[config.mk]
export PLATFORM = sky130hd
export DESIGN_NAME = pwrdn_restart_seq
export DESIGN_NICKNAME = d
export VERILOG_FILES = /design/src/rtl/pwrdn_pkg.sv /design/src/rtl/pwrdn_ctrl.sv /design/src/rtl/pwrdn_datapath.sv /design/src/rtl/pwrdn_clk_decode.sv /design/src/rtl/pwrdn_restart_seq.sv
export SDC_FILE = /design/constraint.sdc
export NUM_CORES = 1
export LEC_CHECK = 0
export ABC_CLOCK_PERIOD_IN_PS = 1800
export CORE_AREA = 2 2 39 41
export DETAILED_ROUTE_END_ITERATION = 8
export DIE_AREA = 0 0 41 43
export DONT_BUFFER_PORTS = 1
export MAX_ROUTING_LAYER = met4
export PLACE_DENSITY_LB_ADDON = 0.2
export SLEW_MARGIN = 5
export SYNTH_ARGS = -nofsm -noshare
export SYNTH_HDL_FRONTEND = slang
export SYNTH_SLANG_ARGS = --single-unit
export TNS_END_PERCENT = 5
[constraint.sdc]
create_clock -name clk -period 1.8 [get_ports clk]
set_input_delay 0.27 -clock clk [delete_from_list [all_inputs] [get_ports clk]]
set_output_delay 0.27 -clock clk [all_outputs]
set_load 0.01 [all_outputs]
[src/rtl/pwrdn_pkg.sv]
package pwrdn_pkg;

  typedef enum logic [1:0] {
    PS_RUN    = 2'd0,
    PS_CLKOP  = 2'd1,
    PS_BACKUP = 2'd2,
    PS_STAB   = 2'd3
  } pwrState_e;

  typedef enum logic [1:0] {
    RC_NONE  = 2'd0,
    RC_COLD  = 2'd1,
    RC_TIMER = 2'd2,
    RC_EXT   = 2'd3
  } restartCause_e;

  // strobes from control to datapath
  typedef struct packed {
    logic setFlag;     // low-power entry taken
    logic clearCause;  // blank the restart cause on entry
    logic latchCause;  // capture the restart cause on return
  } ctlStrobe_t;

endpackage

[src/rtl/pwrdn_ctrl.sv]
module pwrdn_ctrl
  import pwrdn_pkg::*;
(
  input  logic       clk,
  input  logic       rstN,
  input  logic       instrRetire,
  input  logic       opEnable,
  input  logic       opPowerOff,
  input  logic       opDeepOff,
  input  logic       timerUnderflow,
  input  logic       extWake,
  input  logic       stabDone,
  output pwrState_e  state,
  output ctlStrobe_t strobe
);

  pwrState_e stateNext;
  logic      armed;
  logic      armedNext;
  logic      running;
  logic      enterClkOp;
  logic      enterBackup;

  assign running     = (state == PS_RUN);
  // arming survives exactly one cycle
  assign armedNext   = running & instrRetire & opEnable;
  assign enterBackup = running & armed & instrRetire & opDeepOff;
  assign enterClkOp  = running & armed & instrRetire & opPowerOff & ~opDeepOff;

  always_comb begin
    stateNext = state;
    strobe    = '0;
    unique case (state)
      PS_RUN: begin
        if (enterBackup) begin
          stateNext         = PS_BACKUP;
          strobe.setFlag    = 1'b1;
          strobe.clearCause = 1'b1;
        end else if (enterClkOp) begin
          stateNext         = PS_CLKOP;
          strobe.setFlag    = 1'b1;
          strobe.clearCause = 1'b1;
        end
      end
      PS_CLKOP: begin
        if (timerUnderflow || extWake) stateNext = PS_STAB;
      end
      PS_BACKUP: begin
        // timer is unclocked here; only the external pin wakes
        if (extWake) stateNext = PS_STAB;
      end
      PS_STAB: begin
        if (stabDone) begin
          stateNext         = PS_RUN;
          strobe.latchCause = 1'b1;
        end
      end
      default: stateNext = PS_RUN;
    endcase
  end

  always_ff @(posedge clk or negedge rstN) begin
    if (!rstN) begin
      state <= PS_RUN;
      armed <= 1'b0;
    end else begin
      state <= stateNext;
      armed <= armedNext;
    end
  end

endmodule

[src/rtl/pwrdn_datapath.sv]
module pwrdn_datapath
  import pwrdn_pkg::*;
(
  input  logic          clk,
  input  logic          rstN,
  input  ctlStrobe_t    strobe,
  input  logic          timerUnderflow,
  output logic          pdFlag,
  output restartCause_e cause
);

  restartCause_e warmCause;

  assign warmCause = timerUnderflow ? RC_TIMER : RC_EXT;

  always_ff @(posedge clk or negedge rstN) begin
    if (!rstN) begin
      pdFlag <= 1'b0;
      cause  <= RC_COLD;
    end else begin
      if (strobe.setFlag) pdFlag <= 1'b1;
      if (strobe.clearCause) begin
        cause <= RC_NONE;
      end else if (strobe.latchCause) begin
        cause <= pdFlag ? warmCause : RC_COLD;
      end
    end
  end

endmodule

[src/rtl/pwrdn_clk_decode.sv]
module pwrdn_clk_decode
  import pwrdn_pkg::*;
(
  input  pwrState_e state,
  output logic      mainClkEn,
  output logic      subClkEn,
  output logic      coreHold,
  output logic      stabReq
);

  always_comb begin
    mainClkEn = 1'b1;
    subClkEn  = 1'b1;
    coreHold  = 1'b1;
    stabReq   = 1'b0;
    unique case (state)
      PS_RUN:    coreHold  = 1'b0;
      PS_CLKOP:  mainClkEn = 1'b0;
      PS_BACKUP: begin
        mainClkEn = 1'b0;
        subClkEn  = 1'b0;
      end
      PS_STAB:   stabReq   = 1'b1;
      default:   coreHold  = 1'b1;
    endcase
  end

endmodule

[src/rtl/pwrdn_restart_seq.sv]
module pwrdn_restart_seq
  import pwrdn_pkg::*;
(
  input  logic       clk,
  input  logic       rstN,
  input  logic       instrRetire,
  input  logic       opEnable,
  input  logic       opPowerOff,
  input  logic       opDeepOff,
  input  logic       timerUnderflow,
  input  logic       extWake,
  input  logic       stabDone,
  output logic       stabReq,
  output logic       coreHold,
  output logic       mainClkEn,
  output logic       subClkEn,
  output logic       pdFlag,
  output logic [1:0] powerState,
  output logic [1:0] restartCause
);

  pwrState_e     state;
  ctlStrobe_t    strobe;
  restartCause_e cause;

  pwrdn_ctrl u_ctrl (
    .clk            (clk),
    .rstN           (rstN),
    .instrRetire    (instrRetire),
    .opEnable       (opEnable),
    .opPowerOff     (opPowerOff),
    .opDeepOff      (opDeepOff),
    .timerUnderflow (timerUnderflow),
    .extWake        (extWake),
    .stabDone       (stabDone),
    .state          (state),
    .strobe         (strobe)
  );

  pwrdn_datapath u_dp (
    .clk            (clk),
    .rstN           (rstN),
    .strobe         (strobe),
    .timerUnderflow (timerUnderflow),
    .pdFlag         (pdFlag),
    .cause          (cause)
  );

  pwrdn_clk_decode u_dec (
    .state     (state),
    .mainClkEn (mainClkEn),
    .subClkEn  (subClkEn),
    .coreHold  (coreHold),
    .stabReq   (stabReq)
  );

  assign powerState   = state;
  assign restartCause = cause;

endmodule

# == Yosys cells after proc, flatten, opt, wreduce, memory -nomap -nowiden ==
# Index checks and enable logic that the tools add are counted.
# totals
ff_bits,6
output_inout_bits,9
# classes
mux,19
n_reduce_logical,5
n_eq_ne,7
bitwise_logic,8
# ops
op,count
$mux 2,11
$pmux 2 s4,1
$and 1x1->1,7
$mux 1,7
$eq 2x2->1 const B,2
$ne 2x2->1 const B,2
$reduce_and 4->1,1
$ne 3x3->1 const B,1
$eq 2x1->1 const B,1
$logic_not 2->1,1
$ne 2x1->1 const B,1
$reduce_bool 2->1,1
$reduce_or 2->1,1
$logic_or 1x1->1,1
$not 1->1,1

# == Longest topological paths before layout ==
# Gate-level depths: netlist (run 1).
# depth
ltp_word,9
depth_mapped,6

# == Cells and area by module ==
# From an unflattened synthesis (run 1), not the netlist that was laid out.
# unflattened
cells_unflattened,45
area_unflattened_um2,442.9
# modules_own_cells
module,seq_area_each_um2,cells_each,area_per_inst_um2,instances
pwrdn_ctrl,75.1,29,277.8,1
pwrdn_datapath,76.3,8,108.9,1
pwrdn_clk_decode,0.0,8,56.3,1

# == Least setup slack after synthesis (run 1) ==
# OpenSTA, ideal clock, no wires.
# synth_timing
path_type,register to register
start,reg u_ctrl.state[1]
end,reg u_ctrl.state[1]
required_ns,1.675
stages_incl_launch_ff,5
slack_ns,0.372
arrival_ns,1.303
setup_time_ns,0.125
cell_sequence,dfrtp_1 ha_1 inv_1 o221ai_2 mux2_4
# synth_between
elab_chain_len,7
# synth_lines
element,line,text
"start, declared",pwrdn_ctrl.sv:13,"output pwrState_e state,"
"start signal, assigned",pwrdn_ctrl.sv:67,state <= stateNext;
$logic_not 2->1,"pwrdn_ctrl.sv:24, pwrdn_ctrl.sv:33",
$and 1x1->1 (2 in series),"pwrdn_ctrl.sv:27, pwrdn_ctrl.sv:28",
$and 1x1->1 (2 in series),pwrdn_ctrl.sv:28,assign enterClkOp = running & armed & instrRetire & opPowerOff & ~opDeepOff;
$ne 3x3->1 (no source line),--,
$reduce_and 4->1 (no source line),--,
# Several ways; a longest one is shown, not always the timed one.
# A chain may end at the register's enable or synchronous reset.

# == Worst setup path in the final report (run 1) ==
# layout_timing
start,reg u_ctrl.state[0]
end,reg u_ctrl.state[1]
# The elaborated chain is that of the path after synthesis.

==> out/qor.yml, run 1 <==
critical_path:
  path_cells: "inv_1 > ha_1 > nand3_1 > or2_0 > o21ai_0 > mux2_4"
  crit_family: "flip-flops"
  path_depth: 6
  r2r_cells: 6
  startpoint: "u_ctrl.state[0]"
  cp_slowest_stage_delay_ns: 0.44
  crit_path_top_delay_cell: "dfrtp_1"
  rrSetupSlack_ns: 0.27
  end_kind: "flip-flop"
  crit_end: "u_ctrl.state[1]"
  cp_data_arrival_time_ns: 1.66
  crit_buf_inv: 1
  cp_max_fo: 4
  required_ns: 1.93
  rr_startpoint: "u_ctrl.state[0]"
  r2r-end: "u_ctrl.state[1]"
  critPathLaunchType: "flip-flop"
  path_class: "flip-flop to flip-flop"
routing:
  route.detailed.drc: 0
  drtIter0Drc: 3
  wire_per_inst_um: 11.66
  drt-total-wl_um: 723
  vias: 289
  ant_nets: 0
  viasPerCell: 4.661
  first_pass_iters: 2
clocking:
  cts.sinks: 6
  clkTransAtPathRegs_ns: 0.06
  numCtsBuffers: 3
  clkLatencyLatePin_ns: 0.25
  htreeDepth: 1
  cts_resized: 0
  hold_buffers: 1
  cts_setup_buffers: 0
  root_buffer: "clkbuf_4"
  cts_tree: "yes"
  cts_buffer_depth: 2
global_route:
  antenna_found_initial: 0
  grt_pass1_wl_um: 1248
  grt_usage_pct: 11.34
  grt_overflow_total: 0
  grt_pass1_vias: 319
  grt_max_degree: 7
power:
  switching_power_w: 0.0003357
  internal-power_w: 0.0004656
  seqPwrFrac_pct: 34.0
  powerDensity_mw_per_mm2: 1774
  switching_share_pct: 41.89
  p_comb_share_pct: 48.9
  p_leak_nw: 0.2205
  power_frac_clock_pct: 17.1
  peakVddDrop_uv: 670.3
cells_and_area:
  insertedDiodeCount: 0
  layout_commonest_cell: "inv_1"
  layout.nets: 61
  layout-drive-gt1-share_pct: 21.74
  final_cell_mix: "inv_1 (6), nand2_1 (5), ha_1 (5), dfrtp_1 (5), clkbuf_4 (3)"
  nFillCells: 158
  syn_to_final_growth_pct: 16.45
flow_run:
  drv_cap: 0
logic_synthesis:
  seq_area_frac_synth_pct: 39.03
  synth_top_area_share_pct: 32.26
  synthCells: 40
  synth-seq-cells: 6
  avgSynthCellArea_um2: 9.697
  syn_nets: 54
  synth.distinct_cells: 19
  synth.area.top_cells: "dfrtp_1 (32%), ha_1 (16%), dfstp_2 (6.8%), inv_1 (5.8%), nand2_1 (4.8%)"
  syn_area_um2: 387.9
  synth_top_cell_by_area: "dfrtp_1"
  yosys_warnings: 0
placement:
  gp_congestion: 0.6933
  place_ws_ns: 0.2460
  hpwl_um: 628.5
  io_buffers: 0
sta:
  worst_pin_slew_ns: 0.2919
  relSlewSlack_pct: 80.47
  fin_setup_tns_ns: 0
  timing.fmax_mhz: 653.5
  timing.final.crit_share_pct: 85.01
  rsz0062_at_grt: "no"
  hold_viol: 0
  final.min_clock_period_ns: 1.530
  maxSlewViolCount: 0
  layout_setup_ws_ns: 0.2699
  fin_skew_ns: 0.01287
  final-setup-viol-count: 0
floorplanning:
  fp.dieH_um: 43
  fp.dieW_um: 41
  start_util_pct: 28.03
  num_rows: 14
  die_area_mm2: 0.001763
  pin_count: 18
  core-area_mm2: 0.001384
hold_path:
  hp-class: "input pin to flip-flop"
status:
  outcome: "finished, final reports clean"
## area by class of cell
cell class | count | area (um^2) | area share, %
Sequential cell | 6 | 151.4 | 33.52
Multi-Input combinational cell | 27 | 210.2 | 46.54
Inverter | 7 | 26.28 | 5.817
Tap cell | 16 | 20.02 | 4.432
Clock buffer | 4 | 26.28 | 5.817
Timing Repair Buffer | 2 | 17.52 | 3.878
## registers in the layout, summed over array words and instances, names as in the netlist
name and flops:
u_ctrl.armed 1, u_ctrl.state 2, u_dp.cause 2, u_dp.pdFlag 1
## metal layers
metal / GRT usage, % / routed length, um
met4: 8.000 / 0
met1: 13.27 / 297
met3: 6.283 / 109
met2: 14.06 / 315
met5: - / 0
## how the worst min path moves through the flow
stage,startpoint,end,slack (ns),cells past startpoint
floorplan,rstN,u_ctrl.armed,-0.03,0
global placement,rstN,u_ctrl.state[0],-0.03,0
detailed placement,rstN,u_dp.pdFlag,-0.03,0
CTS,timerUnderflow,u_dp.cause[0],0.17,2
global route,timerUnderflow,u_dp.cause[0],0.18,2
finish,timerUnderflow,u_dp.cause[0],0.18,2
## synthesized netlist by cell type (all sizes together)
library cell / instances
dfrtp: 5
ha: 5
a21o: 1
nand3: 2
mux2i: 1
dfstp: 1
nor2: 2
o21ai: 3
and3: 1
mux2: 1
o221ai: 1
inv: 7
nand2: 5
a21oi: 3
or2: 2
## cell families (layout without fill, tap and decap cells)
kind of cell | after synthesis | after routing | share of synthesized area, %
simple gates | 12 | 12 | 14.20
flops | 6 | 6 | 39.03
mux | 2 | 2 | 6.451
fa+ha+maj | 5 | 5 | 16.13
compound gates | 8 | 8 | 17.42
buf+inv | 7 | 13 | 6.773
## metrics by stage
stage               util (%)  area, um^2  std cells  hold slack [ns]   power, W
finish                 32.64       451.7         62           0.1838  0.0008012
floorplan                  -       387.9         40         -0.02559  0.0005980
CTS                    32.64       451.7         62           0.1702  0.0008223
global placement       30.02       415.4         57         -0.02540  0.0006662
detailed placement     30.02       415.4         57         -0.02538  0.0006732
global route           32.64       451.7         62           0.1778  0.0008916
## power by group through the flow
stage | clock network [W] | registers, W | logic (W)
after floorplan | 0 | 0.000265 | 0.000333
after global placement | 0 | 0.000275 | 0.000391
after detailed placement | 0 | 0.000277 | 0.000396
after CTS | 0.000144 | 0.000275 | 0.000403
after global routing | 0.000153 | 0.000285 | 0.000454
final | 0.000137 | 0.000272 | 0.000392
Note: power is estimated with default switching activity, not from simulation.
==> run 2: changes to the inputs <==
--- a/config.mk
+++ b/config.mk
@@ -6,6 +6,8 @@
 export NUM_CORES = 1
 export LEC_CHECK = 0
 export ABC_CLOCK_PERIOD_IN_PS = 1800
+export CELL_PAD_IN_SITES_DETAIL_PLACEMENT = 1
+export CELL_PAD_IN_SITES_GLOBAL_PLACEMENT = 1
 export CORE_AREA = 2 2 39 41
 export DETAILED_ROUTE_END_ITERATION = 8
 export DIE_AREA = 0 0 41 43
==> run 2 against run 1 <==
Compared with the run above: clock skew decreased by 0.0078 ns; register-to-register slack worse by 0.04 ns; global-route usage down 0.36 points; fmax is 2.3% lower; largest power group unchanged; hold slack lost 0.0065 ns; highest routed layer unchanged; critical path depth unchanged; total power is 1.8% higher; clock power is essentially flat; sequential cell count is the same.
==> out/qor.yml, run 2 (synthesis results as in run 1) <==
status:
  outcome: "finished, final reports clean"  # unchanged
global_route:
  grt_usage_pct: 10.98  # was 11.34%
  grt_max_degree: 7  # unchanged
  antenna_found_initial: 0  # unchanged
  grt_pass1_vias: 347  # was 319
  grt_overflow_total: 0  # unchanged
  grt_pass1_wl_um: 1262  # was 1248 um
floorplanning:
  fp.dieH_um: 43  # unchanged
  core-area_mm2: 0.001384  # unchanged
  pin_count: 18  # unchanged
  num_rows: 14  # unchanged
  die_area_mm2: 0.001763  # unchanged
  fp.dieW_um: 41  # unchanged
  start_util_pct: 28.03  # unchanged
sta:
  maxSlewViolCount: 0  # unchanged
  hold_viol: 0  # unchanged
  fin_skew_ns: 0.005055  # was 0.01287 ns
  final.min_clock_period_ns: 1.566  # was 1.530 ns
  timing.fmax_mhz: 638.8  # was 653.5 MHz
  relSlewSlack_pct: 81.32  # was 80.47%
  timing.final.crit_share_pct: 86.97  # was 85.01%
  fin_setup_tns_ns: 0  # unchanged
  final-setup-viol-count: 0  # unchanged
  rsz0062_at_grt: "no"  # unchanged
  worst_pin_slew_ns: 0.2793  # was 0.2919 ns
cells_and_area:
  final_cell_mix: "inv_1 (6), nand2_1 (5), ha_1 (5), dfrtp_1 (5), clkbuf_4 (3)"  # unchanged
  insertedDiodeCount: 0  # unchanged
  syn_to_final_growth_pct: 16.45  # unchanged
  fin_area_um2: 451.7  # unchanged
  layout.nets: 61  # unchanged
  layout_commonest_cell: "inv_1"  # unchanged
  reg_top3: "u_ctrl.state (2), u_dp.cause (2)"  # unchanged
  layout-drive-gt1-share_pct: 21.74  # unchanged
  finalNonFillerCells: 62  # unchanged
placement:
  hpwl_um: 703.1  # was 628.5 um
  io_buffers: 0  # unchanged
  placed_cell_area_um2: 415.4  # unchanged
  gp_congestion: 0.7324  # was 0.6933
  dp.cells: 57  # unchanged
routing:
  drt-total-wl_um: 786  # was 723 um
  first_pass_iters: 1  # was 2
  route.detailed.drc: 0  # unchanged
  wire_per_inst_um: 12.68  # was 11.66 um
  drtIter0Drc: 0  # was 3
  viasPerCell: 4.694  # was 4.661
  ant_nets: 0  # unchanged
  vias: 291  # was 289
clocking:
  cts_buffer_depth: 2  # unchanged
  clkTransAtPathRegs_ns: 0.05  # was 0.06 ns
  htreeDepth: 1  # unchanged
  numCtsBuffers: 3  # unchanged
  clkLatencyLatePin_ns: 0.24  # was 0.25 ns
  cts_tree: "yes"  # unchanged
  cts_resized: 0  # unchanged
  root_buffer: "clkbuf_4"  # unchanged
  cts.sinks: 6  # unchanged
power:
  powerDensity_mw_per_mm2: 1806  # was 1774 mW/mm^2
  p_leak_nw: 0.2205  # unchanged
  p_total_w: 0.0008157  # was 0.0008012 W
  peakVddDrop_uv: 420.8  # was 670.3 uV
critical_path:
  cp_data_arrival_time_ns: 1.69  # was 1.66 ns
  required_ns: 1.92  # was 1.93 ns
  cp_max_fo: 5  # was 4
  end_kind: "flip-flop"  # unchanged
  critPathLaunchType: "flip-flop"  # unchanged
  path_class: "flip-flop to flip-flop"  # unchanged
flow_run:
  drv_cap: 0  # unchanged
hold_path:
  hp-class: "input pin to flip-flop"  # unchanged
-- run 2: cell counts in the layout (fill, tap and decap cells not counted) --
No cell type changed its count.
-- run 2: final timing paths --
check,startpoint,endpoint,slack [ns],cells past startpoint
min in group asynchronous,rstN,u_ctrl.armed,0.34,1
max,u_ctrl.state[1],u_ctrl.state[1],0.23,6
max in group asynchronous,rstN,u_dp.cause[0],1.19,1
max reg2reg,u_ctrl.state[1],u_ctrl.state[1],0.23,6
min,opEnable,u_ctrl.armed,0.18,1
min reg2reg,u_dp.cause[0],u_dp.cause[0],0.50,2
-- run 2: worst max-delay path: stages, from the launching register on --
cell     delay [ns]
dfrtp_1        0.46
inv_1          0.12
ha_1           0.25
nand3_1        0.11
or2_0          0.14
o21ai_0        0.09
mux2_4         0.27
-- run 2: metal layers --
layer,vias up,wire (um),track usage (%),share of wire [%]
li1,143,-,-,-
met1,134,311,13.49,40
met2,14,376,15.31,48
met3,0,98,5.236,12
met4,0,0,4.000,0
met5,-,0,-,0
-- run 2: cell type report --
cell class,instances,area [um^2]
Sequential cell,6,151.4
Inverter,7,26.28
Clock buffer,4,26.28
Tap cell,16,20.02
Fill cell,169,932.1
Multi-Input combinational cell,27,210.2
Timing Repair Buffer,2,17.52
-- run 2: where the power goes --
group | internal [W] | switching, W | leakage [nW]
Combinational | 0.000183 | 0.000220 | 0.132
Clock | 0.0000841 | 0.0000504 | 0.0150
Sequential | 0.000200 | 0.0000776 | 0.0738
-- run 2: repair_timing --
item,4_1_cts,5_1_grt
setup buffers,0,0
hold buffers,1,0
setup endpoints to repair,0,0
endpoints found under the hold margin,6,0
-- run 2: stage by stage --
| stage | setup slack (ns) | utilization, % | hold slack (ns) |
|---|---|---|---|
| after global routing | 0.08975 | 32.64 | 0.1815 |
| after global placement | 0.2883 | 30.02 | -0.02545 |
| after floorplan | 0.3718 | - | -0.02559 |
| after CTS | 0.2158 | 32.64 | 0.1716 |
| final | 0.2345 | 32.64 | 0.1774 |
| after detailed placement | 0.2291 | 30.02 | -0.02543 |
